**src/rtl/irq_pkg.sv**
```systemverilog
package irq_pkg;
    localparam int NFUNC = 14;
    localparam int REG_W = 16;
    localparam int IDX_W = $clog2(NFUNC);
    localparam int NGRP  = 3;

    // function index map (also priority order: lower index wins)
    localparam int F_PIN0    = 0;
    localparam int F_SUPPLY  = 7;
    localparam int F_I2C_MST = 8;
    localparam int F_ADC     = 9;
    localparam int F_TWIRE   = 10;
    localparam int F_SPI_SLV = 11;
    localparam int F_SPI_MST = 12;
    localparam int F_FASTCMP = 13;

    // register groups: first function index and width of each
    localparam int GRP_LO [NGRP] = '{0, 9, 12};
    localparam int GRP_N  [NGRP] = '{9, 3, 2};

    typedef enum logic [1:0] {
        ST_IDLE  = 2'd0,
        ST_DEFER = 2'd1,
        ST_PUSH  = 2'd2,
        ST_LOAD  = 2'd3
    } seq_st_e;

    typedef struct packed {
        logic [NFUNC-1:0] id;
    } idreg_t;
endpackage

```
**src/rtl/irq_fold.sv**
```systemverilog
module irq_fold
    import irq_pkg::*;
#(
    parameter int SRC_W = 4
) (
    input  logic [NFUNC*SRC_W-1:0] flag_i,
    input  logic [NFUNC*SRC_W-1:0] en_i,
    output logic [NFUNC-1:0]       fn_req_o
);
    for (genvar f = 0; f < NFUNC; f++) begin : g_fn
        assign fn_req_o[f] = |(flag_i[f*SRC_W +: SRC_W] & en_i[f*SRC_W +: SRC_W]);
    end
endmodule

```
**src/rtl/irq_idreg.sv**
```systemverilog
module irq_idreg
    import irq_pkg::*;
(
    input  logic             clk_i,
    input  logic             rst_n_i,
    input  logic [NFUNC-1:0] fn_req_i,
    input  logic [1:0]       rd_sel_i,
    output logic [NFUNC-1:0] id_o,
    output logic [REG_W-1:0] rd_data_o
);
    idreg_t r_d, r_q;
    logic [REG_W-1:0] grp_word [NGRP];

    always_comb begin
        r_d    = r_q;
        r_d.id = fn_req_i;
    end

    always_ff @(posedge clk_i or negedge rst_n_i) begin
        if (!rst_n_i) r_q <= '0;
        else          r_q <= r_d;
    end

    for (genvar g = 0; g < NGRP; g++) begin : g_grp
        assign grp_word[g] = {{(REG_W-GRP_N[g]){1'b0}}, r_q.id[GRP_LO[g] +: GRP_N[g]]};
    end

    always_comb begin
        case (rd_sel_i)
            2'd0:    rd_data_o = grp_word[0];
            2'd1:    rd_data_o = grp_word[1];
            2'd2:    rd_data_o = grp_word[2];
            default: rd_data_o = '0;
        endcase
    end

    assign id_o = r_q.id;
endmodule

```
**src/rtl/irq_prio.sv**
```systemverilog
module irq_prio
    import irq_pkg::*;
(
    input  logic [NFUNC-1:0] req_i,
    output logic             any_o,
    output logic [IDX_W-1:0] idx_o
);
    always_comb begin
        any_o = 1'b0;
        idx_o = '0;
        for (int i = NFUNC-1; i >= 0; i--) begin
            if (req_i[i]) begin
                any_o = 1'b1;
                idx_o = IDX_W'(i);
            end
        end
    end
endmodule

```
**src/rtl/irq_seq.sv**
```systemverilog
module irq_seq
    import irq_pkg::*;
#(
    parameter int PC_W     = 16,
    parameter int VEC_BASE = 256,
    parameter int VEC_STEP = 4
) (
    input  logic             clk_i,
    input  logic             rst_n_i,
    input  logic             any_i,
    input  logic [IDX_W-1:0] idx_i,
    input  logic             glb_en_i,
    input  logic             exc_win_i,
    input  logic [PC_W-1:0]  pc_i,
    output logic             stall_o,
    output logic             ack_o,
    output logic [IDX_W-1:0] ack_id_o,
    output logic             push_req_o,
    output logic [PC_W-1:0]  push_data_o,
    output logic             pc_load_o,
    output logic [PC_W-1:0]  pc_vec_o
);
    typedef struct packed {
        seq_st_e          st;
        logic [PC_W-1:0]  ret;
        logic [IDX_W-1:0] sel;
    } seq_t;

    seq_t s_d, s_q;

    always_comb begin
        s_d = s_q;
        case (s_q.st)
            ST_IDLE: begin
                if (glb_en_i && any_i) begin
                    s_d.sel = idx_i;
                    if (exc_win_i) begin
                        s_d.st = ST_DEFER;
                    end else begin
                        s_d.st  = ST_PUSH;
                        s_d.ret = pc_i;
                    end
                end
            end
            ST_DEFER: begin
                s_d.ret = pc_i;
                s_d.st  = ST_PUSH;
            end
            ST_PUSH: s_d.st = ST_LOAD;
            default: s_d.st = ST_IDLE;
        endcase
    end

    always_ff @(posedge clk_i or negedge rst_n_i) begin
        if (!rst_n_i) s_q <= '{st: ST_IDLE, ret: '0, sel: '0};
        else          s_q <= s_d;
    end

    assign stall_o     = (s_q.st == ST_PUSH) || (s_q.st == ST_LOAD);
    assign push_req_o  = (s_q.st == ST_PUSH);
    assign push_data_o = s_q.ret;
    assign pc_load_o   = (s_q.st == ST_LOAD);
    assign ack_o       = (s_q.st == ST_LOAD);
    assign ack_id_o    = s_q.sel;
    assign pc_vec_o    = PC_W'(VEC_BASE) + PC_W'(s_q.sel) * PC_W'(VEC_STEP);
endmodule

```
**src/rtl/irq_ident_dispatch.sv**
```systemverilog
module irq_ident_dispatch
    import irq_pkg::*;
#(
    parameter int SRC_W    = 4,
    parameter int PC_W     = 16,
    parameter int VEC_BASE = 256,
    parameter int VEC_STEP = 4
) (
    input  logic                    clk_i,
    input  logic                    rst_n_i,
    input  logic [NFUNC*SRC_W-1:0]  src_flag_i,
    input  logic [NFUNC*SRC_W-1:0]  src_en_i,
    input  logic                    glb_en_i,
    input  logic                    exc_win_i,
    input  logic [PC_W-1:0]         pc_i,
    input  logic [1:0]              rd_sel_i,
    output logic [REG_W-1:0]        rd_data_o,
    output logic                    stall_o,
    output logic                    ack_o,
    output logic [IDX_W-1:0]        ack_id_o,
    output logic                    push_req_o,
    output logic [PC_W-1:0]         push_data_o,
    output logic                    pc_load_o,
    output logic [PC_W-1:0]         pc_vec_o
);
    logic [NFUNC-1:0] fn_req;
    logic [NFUNC-1:0] id_q;
    logic             any_req;
    logic [IDX_W-1:0] win_idx;

    irq_fold #(.SRC_W(SRC_W)) u_fold (
        .flag_i   (src_flag_i),
        .en_i     (src_en_i),
        .fn_req_o (fn_req)
    );

    irq_idreg u_idreg (
        .clk_i     (clk_i),
        .rst_n_i   (rst_n_i),
        .fn_req_i  (fn_req),
        .rd_sel_i  (rd_sel_i),
        .id_o      (id_q),
        .rd_data_o (rd_data_o)
    );

    irq_prio u_prio (
        .req_i (id_q),
        .any_o (any_req),
        .idx_o (win_idx)
    );

    irq_seq #(
        .PC_W     (PC_W),
        .VEC_BASE (VEC_BASE),
        .VEC_STEP (VEC_STEP)
    ) u_seq (
        .clk_i       (clk_i),
        .rst_n_i     (rst_n_i),
        .any_i       (any_req),
        .idx_i       (win_idx),
        .glb_en_i    (glb_en_i),
        .exc_win_i   (exc_win_i),
        .pc_i        (pc_i),
        .stall_o     (stall_o),
        .ack_o       (ack_o),
        .ack_id_o    (ack_id_o),
        .push_req_o  (push_req_o),
        .push_data_o (push_data_o),
        .pc_load_o   (pc_load_o),
        .pc_vec_o    (pc_vec_o)
    );
endmodule

```
**config.mk**
```make
export PLATFORM = sky130hd
export DESIGN_NAME = irq_ident_dispatch
export DESIGN_NICKNAME = d
export VERILOG_FILES = /design/src/rtl/irq_pkg.sv /design/src/rtl/irq_fold.sv /design/src/rtl/irq_idreg.sv /design/src/rtl/irq_prio.sv /design/src/rtl/irq_seq.sv /design/src/rtl/irq_ident_dispatch.sv
export SDC_FILE = /design/constraint.sdc
export NUM_CORES = 1
export LEC_CHECK = 0
export BUFFER_PORTS_ARGS = -buffer_cell sky130_fd_sc_hd__buf_4
export CORE_AREA = 2 2 76 78
export CTS_CLUSTER_DIAMETER = 120
export DETAILED_ROUTE_END_ITERATION = 12
export DIE_AREA = 0 0 78 80
export GPL_TIMING_DRIVEN = 0
export HOLD_SLACK_MARGIN = 0.02
export PLACE_DENSITY_LB_ADDON = 0.05
export SETUP_SLACK_MARGIN = 0.15
export SLEW_MARGIN = 20
export SYNTH_ARGS = -nofsm -noshare
export SYNTH_HDL_FRONTEND = slang
export SYNTH_SLANG_ARGS = --single-unit
```
**constraint.sdc**
```tcl
create_clock -name clk_i -period 5.05 [get_ports clk_i]
set_clock_uncertainty 0.2 [all_clocks]
set_input_delay 0.2525 -clock clk_i [delete_from_list [all_inputs] [get_ports clk_i]]
set_output_delay 0.2525 -clock clk_i [all_outputs]
set_load 0.02 [all_outputs]
```
After elaboration in Yosys (flattened, before gate mapping)
Cells that the tools add are included.
- register bits after elaboration: 36
- bits in latches: 0
- RAM bits: 0
- bits in read-only memories: 0
- input bits: 134
- output and inout port bits: 56
- word-level logic and storage cells: 81
- memories kept: 0
- add/sub/neg operators: 1
- $mul: 0
- div/mod/pow operators: 0
- order comparisons: 0
- eq/ne operators: 7
- shift-type cells: 0
- mux-type cells: 34
- bitwise gates (word level): 14
- reduce and logical (&&, ||, !) cells: 21
- operator list (operator ; number):
    $and A4 B4 Y4 ; 14
    $mux W4 ; 14
    $reduce_or A4 Y1 ; 14
    $pmux W16 S2 ; 1
    $pmux W9 S3 ; 1
    $mux W22 ; 1
    $mux W16 ; 1
    $mux W1 ; 14
    $add A9 B6 Y10 const A ; 1
    $eq A2 B2 Y1 const B ; 3
    $pmux W2 S3 ; 1
    $eq A2 B1 Y1 const B ; 2
    $logic_not A2 Y1 ; 2
    $reduce_and A3 Y1 ; 1
    $mux W2 ; 1
    $ne A2 B1 Y1 const B ; 1
    $ne A2 B2 Y1 const B ; 1
    $reduce_and A2 Y1 ; 1
    $reduce_bool A2 Y1 ; 1
    $logic_and A1 B1 Y1 ; 1
    $logic_or A1 B1 Y1 ; 1

Logic depth before layout (Yosys ltp)
Gate-level depths: netlist of the first run.
- depth in word-level cells: 17
- gate-level depth with buffers: 7
- depth with buffers taken out: 6

Modules after synthesis
From an unflattened synthesis of the first run, not the netlist that was laid out.
- cell total of the unflattened synthesis: 241
- area total of the unflattened synthesis: 2304.7 um2
- by module, submodules not included (module ; instances ; cells each ; area each (um2) ; seq. area each (um2)):
    irq_seq ; 1 ; 136 ; 1357.6 ; 550.5
    irq_idreg ; 1 ; 37 ; 515.5 ; 350.3
    irq_fold ; 1 ; 42 ; 262.8 ; 0.0
    irq_prio ; 1 ; 26 ; 168.9 ; 0.0

Worst setup path before layout of the first run
OpenSTA, ideal clock, no wires.
- path type: reg2reg
- from: register u_idreg.r_q, in the netlist u_idreg.id_o[0]
- to: register u_seq.s_q, in the netlist u_seq.push_data_o[10]
- setup time: 125 ps
- arrival: 1680 ps
- required time: 4725 ps
- setup slack: 3045 ps
- stages on the path, launching flop included: 6
- path buffers: 1
- cells stage by stage: dfrtp_1 nor4_4 nand4_2 a21oi_4 buf_8 mux2_4
- word-level cells in the longest chain between the ends: 4
- ends and longest elaborated chain (item ; RTL line ; source):
    start, declared ; irq_idreg.sv:11 ; idreg_t r_d, r_q;
    start signal, assigned ; irq_idreg.sv:21 ; else r_q <= r_d;
    $mux W1 ; irq_prio.sv:12 ; if (req_i[i]) begin
    $logic_and A1 B1 Y1 ; irq_seq.sv:35 ; if (glb_en_i && any_i) begin
    $ne A2 B1 Y1 (no line) ; n/a ;
    $reduce_and A3 Y1 (no line) ; n/a ;
    end signal, assigned ; irq_seq.sv:55 ; if (!rst_n_i) s_q <= '{st: ST_IDLE, ret: '0, sel: '0};
    end, declared ; irq_seq.sv:29 ; seq_t s_d, s_q;
Every way passes these cells.
A chain may end at the register's enable or synchronous reset.

Worst setup path after layout of the first run
- from: input src_en_i[47]
- to: register u_idreg.r_q, in the netlist u_idreg.id_o[11]
- word-level cells in the longest chain between the ends: 2
- ends and longest elaborated chain (item ; RTL line ; source):
    start, declared ; irq_ident_dispatch.sv:12 ; input logic [NFUNC*SRC_W-1:0] src_en_i,
    $and A4 B4 Y4 ; irq_fold.sv:11 ; assign fn_req_o[f] = |(flag_i[f*SRC_W +: SRC_W] & en_i[f*SRC_W +: SRC_W]);
    $reduce_or A4 Y1 ; irq_fold.sv:11 ;
    named net fn_req[11] ; irq_ident_dispatch.sv:26 ; logic [NFUNC-1:0] fn_req;
The timed path passes the listed nets, and every way through them passes these cells.

==> results by stage, run 1 <==
Run status:
- The flow ran to the end, and the final reports show no timing, DRC or antenna violations.

Detailed routing:
- The uppermost signal routing layer after detailed routing is met4.
- In the final routed layout, each cell accounts on average for 14.3 µm.
- The met3 layer wire length in the routed design is 561 µm.
- Wire segments on met2 add up to 4220 µm in the final route.
- The wire length the detailed router placed on met1 is 2640 µm.
- The number of nets still failing antenna checks after routing is 0.
- For this run, design rule violations remaining after detail routing come to 0.
- The detailed router placed 2476 vias in this run.
- The pre-antenna-repair detailed-routing pass consisted of 4 iterations.
- The routed via count divided by cell count is 4.61.
- Summed over all layers, the routed wires come to 7670 µm.
- After the first detailed-routing iteration, the DRC count stood at 70.

Synth:
- The fraction of registers with async set or reset after synthesis is 100%.
- For this run, the number of Yosys warnings is 0.
- By count the netlist is led by 44 x sky130_fd_sc_hd__buf_4, 36 x sky130_fd_sc_hd__dfrtp_1, 28 x sky130_fd_sc_hd__a22oi_1.
- By area the synthesized netlist is led by sky130_fd_sc_hd__dfrtp_1 41%, sky130_fd_sc_hd__buf_4 15%, sky130_fd_sc_hd__a22oi_1 9.5%.
- The synthesized design spends more area on one cell type than any other, namely sky130_fd_sc_hd__dfrtp_1.
- The top cell type by area accounts for 40.5% of the synthesized area.
- The number of instances in the synthesized netlist is 212.
- The synthesized netlist occupies a cell area of 2220 µm².
- The synthesized area per cell is 10.5 µm².
- The number of storage elements in the synthesis netlist is 36.
- Of the synthesized area, sequential elements account for 40.5%.
- The most common cell in the synthesized netlist is sky130_fd_sc_hd__buf_4.
- Yosys mapped the design onto 32 distinct sky130hd cell types.
- The most used flip-flop cell after synthesis is sky130_fd_sc_hd__dfrtp_1.
- The number of synthesized flops with an enable pin is 0.

Pwr:
- For this design the ratio of total power to cell area is 362 nW/µm².
- Summed over all nets, the switching power comes to 0.546 mW.
- The internal portion of total power is 1.02 mW.
- In this run the static leakage power is 2.25 nW.
- The proportion of total power due to net switching is 34.8%.
- The sequential share of power is 29.1%.
- Per report_power, the combinational group accounts for 57.4% of the total.
- In this run, the clock network consumes 13.4% of the power.
- The worst IR drop on VDD is 0.295 mV.

Final layout:
- The net count of the finished layout is 602.
- The core utilization of the finished layout is 80.1%.
- The count of antenna diodes in the layout is 0.
- The filler cell count in the final layout is 359.
- The area used by multi-input combinational logic is 1010 µm².
- The share of cells above drive strength 1 is 52.3%.
- The area added between synthesis and finish is 94.7%.
- The sequential cell area in the final layout is 901 µm².

Floorplanning:
- The floorplan step defined a die boundary enclosing 6240 µm².
- The initial utilization of the core area, before any placement, comes to 41.1%.
- Measured along the y axis, the die boundary spans 80 µm.
- The horizontal die dimension is 78 µm.
- Pin placement for this block handled 190 I/O pins.
- The area of the placeable core is 5410 µm².
- After floorplanning, the core was divided into 27 placement rows.

STA:
- Setup repair after global routing left no endpoint under its margin.
- The final max-slew violation count is 0.
- The final critical path takes up 45.6% of the cycle.
- The total negative slack is 0 ns.
- The final setup violation count is 0.
- The count of endpoints failing hold in the final timing report is 0.
- Timing would allow up to 434 MHz.
- The minimum clock period after layout is 2.30 ns.

Worst setup path:
- The category of the worst setup path capture point is a flip-flop.
- The cell with the biggest individual delay on the critical path is sky130_fd_sc_hd__dlygate4sd3_1.
- The worst setup path is of the in -> reg kind.
- The data arrival at the endpoint of the critical path is 2.27 ns.
- The critical-path maximum fanout is 1.
- The cell type with the highest occurrence count on the critical path is sky130_fd_sc_hd__dlygate4sd3_1.
- For this run, the slowest stage of the critical path takes 0.59 ns.
- The worst setup path is launched from an input port.
- The data required time of the worst path is 5.02 ns.
- Traced cell by cell, the critical path runs through dlygate4sd3_1 > buf_4 > a22oi_1 > dlygate4sd3_1 > nand2_1 > dlygate4sd3_1.

Clocking:
- Clock-pin slew was measured on the worst setup and hold paths at 0.07 ns.
- Clock tree synthesis inserted a total of 5 buffers.
- The post-cts hold buffer count is 59.
- The clock tree from TritonCTS is done.
- The maximum clock path buffer count is 2.
- The H-tree was split into 2 levels.
- For the worst-skew pair, the clock arrives at the later sink with an insertion delay of 0.29 ns.
- After clock tree synthesis, the setup repair step added 0 buffers.
- In this run, post-CTS repair resized a total of 0 instances.
- For this design, the sink count on the clock tree is 36.
- The root buffer cell chosen for the clock tree is sky130_fd_sc_hd__clkbuf_8.

Worst hold path:
- The worst hold path belongs to the class in -> reg.

Global routing:
- The wire length of the first global-routing pass is 11800 µm.
- The maximum number of pins on one net before global-route repair is 37.
- The number of global-route vias before repair was 2625.
- The aggregate global routing overflow is 0.
- Global routing used 24.5% of the available tracks.
- The number of antenna violations at the first check in global routing is 0.

Placement:
- The weighted congestion reported at the end of routability-driven placement is 0.858.
- Buffers placed on the I/O ports in this run total 169.
- The half-perimeter wire length after placement is 5370 µm.

Run:
- Max-cap violations in this run came to 0.
## placed cells by master, fill, tap and decap left out, types with 2 or more instances in the layout
cell	synthesis	routed
sky130_fd_sc_hd__mux2_2	5	5
sky130_fd_sc_hd__a22oi_1	28	28
sky130_fd_sc_hd__nor4_4	3	3
sky130_fd_sc_hd__a21oi_1	5	5
sky130_fd_sc_hd__clkbuf_8	0	6
sky130_fd_sc_hd__mux2_1	2	2
sky130_fd_sc_hd__conb_1	2	19
sky130_fd_sc_hd__dfrtp_1	36	36
sky130_fd_sc_hd__nand2_1	22	22
sky130_fd_sc_hd__mux2i_1	3	3
sky130_fd_sc_hd__mux2_4	10	10
sky130_fd_sc_hd__a32o_1	2	2
sky130_fd_sc_hd__and2_1	4	4
sky130_fd_sc_hd__nor3_1	3	3
sky130_fd_sc_hd__ha_1	4	4
sky130_fd_sc_hd__clkinv_2	0	2
sky130_fd_sc_hd__inv_1	7	7
sky130_fd_sc_hd__nor2b_1	3	3
sky130_fd_sc_hd__buf_4	44	213
sky130_fd_sc_hd__o21ai_0	4	4
sky130_fd_sc_hd__nor2_1	10	10
sky130_fd_sc_hd__o31ai_1	3	3
sky130_fd_sc_hd__dlygate4sd3_1	0	59
## stage by stage
step	hold slack [ns]	setup WS (ns)	cells	area [µm²]	power (mW)
after detailed placement	0.0404	2.85	470	3650	1.31
final	0.132	2.75	537	4330	1.57
after global placement	0.0366	2.87	470	3650	1.30
after global routing	0.185	2.68	537	4330	1.66
after CTS	0.130	2.81	537	4330	1.57
after floorplan	-0.243	3.05	229	2290	1.01
## cell type report
cell class	count	share of cell area, %
clock buffer	6	1.91
multi-input combinational	140	23.4
sequential	36	20.8
inverter	7	0.607
clock inverter	2	0.231
timing repair buffer	228	42.9
buffer	46	8.06
tap	72	2.08
## registers in the layout, indices dropped and copies added, names as in the netlist
| register | cells |
|---|---|
| u_seq.push_data_o | 16 |
| u_idreg.id_o | 14 |
| u_seq.ack_id_o | 4 |
| u_seq.s_q | 2 |
## power groups by stage
stage          Sequential [mW]  Clock (mW)  Combinational [mW]
5_1_grt                  0.470       0.226               0.964
3_5_place_dp             0.460           0               0.852
3_3_place_gp             0.455           0               0.844
6_report                 0.457       0.211               0.901
2_1_floorplan            0.441           0               0.567
4_1_cts                  0.455       0.214               0.901
## layer usage
layer	vias to the layer above	GRT usage, %
met5	-	0
met2	107	45.7
met1	1147	25.0
met3	22	7.58
met4	0	11.1
li1	1200	-
## cell families after synthesis
group | after synthesis | synth area share [%]
buf+inv | 53 | 16.9
compound gates | 49 | 16.4
simple gates | 48 | 12.0
flops | 36 | 40.5
mux | 20 | 11.6
fa+ha+maj | 4 | 2.25
other cells | 2 | 0.338
## worst max-delay path: cells and delay by family
| family | cells | cell delay, ns |
|---|---|---|
| buffers and inverters | 4 | 1.81 |
| AO/OA/AOI/OAI | 1 | 0.16 |
| AND/OR/NAND/NOR | 1 | 0.05 |
## final timing paths
| kind | startpoint | end | slack [ns] | cells past startpoint |
|---|---|---|---|---|
| min in group asynchronous | rst_n_i | u_seq.push_data_o[13] | 0.28 | 2 |
| hold reg to reg | u_seq.push_data_o[4] | u_seq.push_data_o[4] | 0.29 | 1 |
| setup / recovery | src_en_i[47] | u_idreg.id_o[11] | 2.75 | 6 |
| setup reg to reg | u_idreg.id_o[6] | u_seq.push_data_o[6] | 2.86 | 5 |
| hold / removal | glb_en_i | u_seq.ack_id_o[3] | 0.13 | 4 |
| max in group asynchronous | rst_n_i | u_idreg.id_o[10] | 4.04 | 2 |
No activity file was read; power rests on OpenSTA's default activity.
==> run 2, diff against run 1 <==
--- a/config.mk
+++ b/config.mk
@@ -6,10 +6,10 @@
 export NUM_CORES = 1
 export LEC_CHECK = 0
 export BUFFER_PORTS_ARGS = -buffer_cell sky130_fd_sc_hd__buf_4
-export CORE_AREA = 2 2 76 78
+export CORE_AREA = 2 2 83 85
 export CTS_CLUSTER_DIAMETER = 120
 export DETAILED_ROUTE_END_ITERATION = 12
-export DIE_AREA = 0 0 78 80
+export DIE_AREA = 0 0 85 87
 export GPL_TIMING_DRIVEN = 0
 export HOLD_SLACK_MARGIN = 0.02
 export PLACE_DENSITY_LB_ADDON = 0.05
==> constraint.sdc (replaced) <==
create_clock -name clk_i -period 2.1 [get_ports clk_i]
set_clock_uncertainty 0.2 [all_clocks]
set_input_delay 0.105 -clock clk_i [delete_from_list [all_inputs] [get_ports clk_i]]
set_output_delay 0.105 -clock clk_i [all_outputs]
set_load 0.02 [all_outputs]
==> results by stage, run 2 (synthesis results as in run 1) <==
Run status:
- The run finished with clean final reports.

Detailed routing:
- The wire length reported by the detailed router is 7370 µm (-3.9%).
- The number of optimization iterations in the first detailed-route pass was 4 (unchanged).
- The routed via count divided by cell count came to 4.41 (-4.5%).
- The via count is 2511 (+1.4%).
- The initial DRC count came to 52 (-26%).
- The number of nets still failing antenna checks after routing is 0 (unchanged).
- The final routed DRC violation total came to 0 (unchanged).
- The detailed-route wire length per cell was 12.9 µm (-9.4%).

Worst setup path:
- The data arrival at the endpoint of the critical path is 1.92 ns (-0.35 ns).
- The category of the worst setup path capture point is a flip-flop.
- The capturing point of the worst reg2reg path is u_seq.push_data_o[14].
- The launching point of the worst reg2reg path is u_idreg.id_o[0].
- The startpoint type of the worst setup path is a flip-flop.
- The data required time of the worst path was 2.07 ns (-2.95 ns).
- The kind of critical path is reg -> reg.
- The critical-path maximum fanout is 10 (+9).
- The setup slack of the worst register-to-register path is 0.15 ns (-2.71 ns).
- The depth of the worst register-to-register path was 5 (unchanged).

Floorplanning:
- The area of the placeable core is 6570 µm² (+22%).
- The starting utilization of the core area was 33.8% (-7.3 points).
- The horizontal die dimension was 85 µm (+9.0%).
- The overall die height is 87 µm (+8.8%).
- The number of top-level design ports is 190 (unchanged).
- The number of placement rows was 30 (+11%).
- The die area was 7400 µm² (+19%).

Global routing:
- The number of global-route vias before repair was 2695 (+2.7%).
- The aggregate global routing overflow came to 0 (unchanged).
- The number of antenna violations at the first check in global routing is 0 (unchanged).
- The wire length of the first global-routing pass is 11900 µm (+0.52%).
- The maximum number of pins on one net before global-route repair is 37 (unchanged).
- The global-route usage over all layers is 20.2% (-4.3 points).

Clocking:
- The maximum clock path buffer count is 2 (unchanged).
- The number of buffers inserted during clock tree synthesis came to 5 (unchanged).
- The clock transition time at the flip-flop clock pins of the worst setup and hold paths is 0.07 ns (about the same).
- The clock sink count is 36 (unchanged).
- The cell at the root of the clock tree is sky130_fd_sc_hd__clkbuf_8.
- TritonCTS built the clock tree.
- The CTS H-tree depth is 2 (unchanged).
- The clock insertion delay at the later pin of the skew report is 0.28 ns (about the same).

Final layout:
- The sequential cell area in the final layout is 906 µm² (+0.56%).
- The filler cell count in the final layout came to 521 (+45%).
- The count of placed standard cells in the final layout, fillers left out is 570 (+6.1%).
- The area used by multi-input combinational logic came to 1050 µm² (+3.6%).
- Compared with the post-synthesis result, the final layout area differs by 107%.
- The share of cells above drive strength 1 came to 53.1% (+0.80 points).
- The core utilization of the finished layout is 70.2% (-9.9 points).
- The number of flip-flops in the largest register came to 16 (unchanged).
- The most common cell after layout, fill and taps aside is sky130_fd_sc_hd__buf_4.
- The number of nets at the end of the flow is 628 (+4.3%).
- The count of antenna diodes in the layout is 0 (unchanged).
- Leaving out fill and tap cells, the most frequent cells in the layout are 222 x sky130_fd_sc_hd__buf_4, 75 x sky130_fd_sc_hd__dlygate4sd3_1, 32 x sky130_fd_sc_hd__dfrtp_1.

Pwr:
- The worst IR drop on VDD is 0.931 mV (+220%).
- The ratio of total power to cell area was 841 nW/µm² (+130%).
- The total power came to 3.88 mW (+150%).
- The leakage power total is 2.39 nW (+6.4%).

Run:
- The max-cap violation count is 0 (unchanged).

STA:
- Setup repair after global routing could not meet its margin everywhere.
- The count of endpoints failing hold in the final timing report came to 0 (unchanged).
- The final setup violation count was 0 (unchanged).
- The upper clock frequency limit is 512 MHz.
- The final max-slew violation count is 0 (unchanged).
- The final clock period utilization by the worst path is 93.0%.
- The total negative slack is 0 ns (unchanged).
- After layout, the minimum clock period comes to 1.95 ns.

Placement:
- The cell count after placement came to 478 (+1.7%).
- The half-perimeter wire length after placement is 5260 µm (-2.0%).
- The count of buffers inserted at the top-level ports is 169 (unchanged).
- The weighted congestion reported at the end of routability-driven placement is 0.787 (-8.3%).

Worst hold path:
- The worst hold path belongs to the class in -> async.
==> run 2: cell type report <==
type | instances | area share (%)
repair buffers | 254 | 45.5
plain buffers | 46 | 7.68
well taps | 80 | 2.17
clock inverters | 1 | 0.109
multi-input cells | 140 | 22.7
flip-flops and latches | 36 | 19.7
clock buffers | 6 | 1.57
inverters | 7 | 0.570
==> run 2: how the worst max path moves through the flow <==
stage	start	cells past startpoint	to
5_1_grt	u_idreg.id_o[6]	5	u_seq.push_data_o[7]
6_report	u_idreg.id_o[0]	5	u_seq.push_data_o[14]
2_1_floorplan	u_idreg.id_o[1]	5	u_seq.push_data_o[10]
3_3_place_gp	u_idreg.id_o[1]	5	u_seq.push_data_o[7]
3_5_place_dp	u_idreg.id_o[1]	5	u_seq.push_data_o[14]
4_1_cts	u_idreg.id_o[4]	5	u_seq.push_data_o[14]
==> run 2: critical path, cell delays in order, from the launching register on <==
cell                      delay [ns]
sky130_fd_sc_hd__dfrtp_1        0.44
sky130_fd_sc_hd__nor4_4         0.33
sky130_fd_sc_hd__nand4_2        0.18
sky130_fd_sc_hd__a21oi_4        0.21
sky130_fd_sc_hd__buf_12         0.17
sky130_fd_sc_hd__mux2_4         0.30
==> run 2: through the flow <==
stage,hold slack (ns),setup WS (ns),instance area (µm²)
final,0.114,0.147,4610
after global routing,0.159,0.0455,4610
after floorplan,-0.391,0.123,2290
after detailed placement,-0.0985,-0.0849,3660
after CTS,0.143,0.0980,4540
after global placement,-0.101,-0.0745,3660
==> run 2: repair_timing <==
item	CTS	global route
setup buffers	5	5
hold buffers	75	0
resized for setup	7	8
endpoints found under the hold margin	68	0
endpoints found under the setup margin	16	19
pin swaps	5	4
==> run 2: per-layer routing <==
metal,part of all wire [%],vias to the layer above,global-route usage (%)
li1,-,1248,-
met1,37,1142,22.5
met2,55,107,37.8
met3,6.0,14,4.55
met4,2.4,0,6.93
met5,0,-,0
==> run 2: power by group <==
group	switching [mW]	internal (mW)	total [mW]
sequential	0.172	0.930	1.10
clock	0.236	0.226	0.462
combinational	0.928	1.39	2.31
total	1.34	2.54	3.88
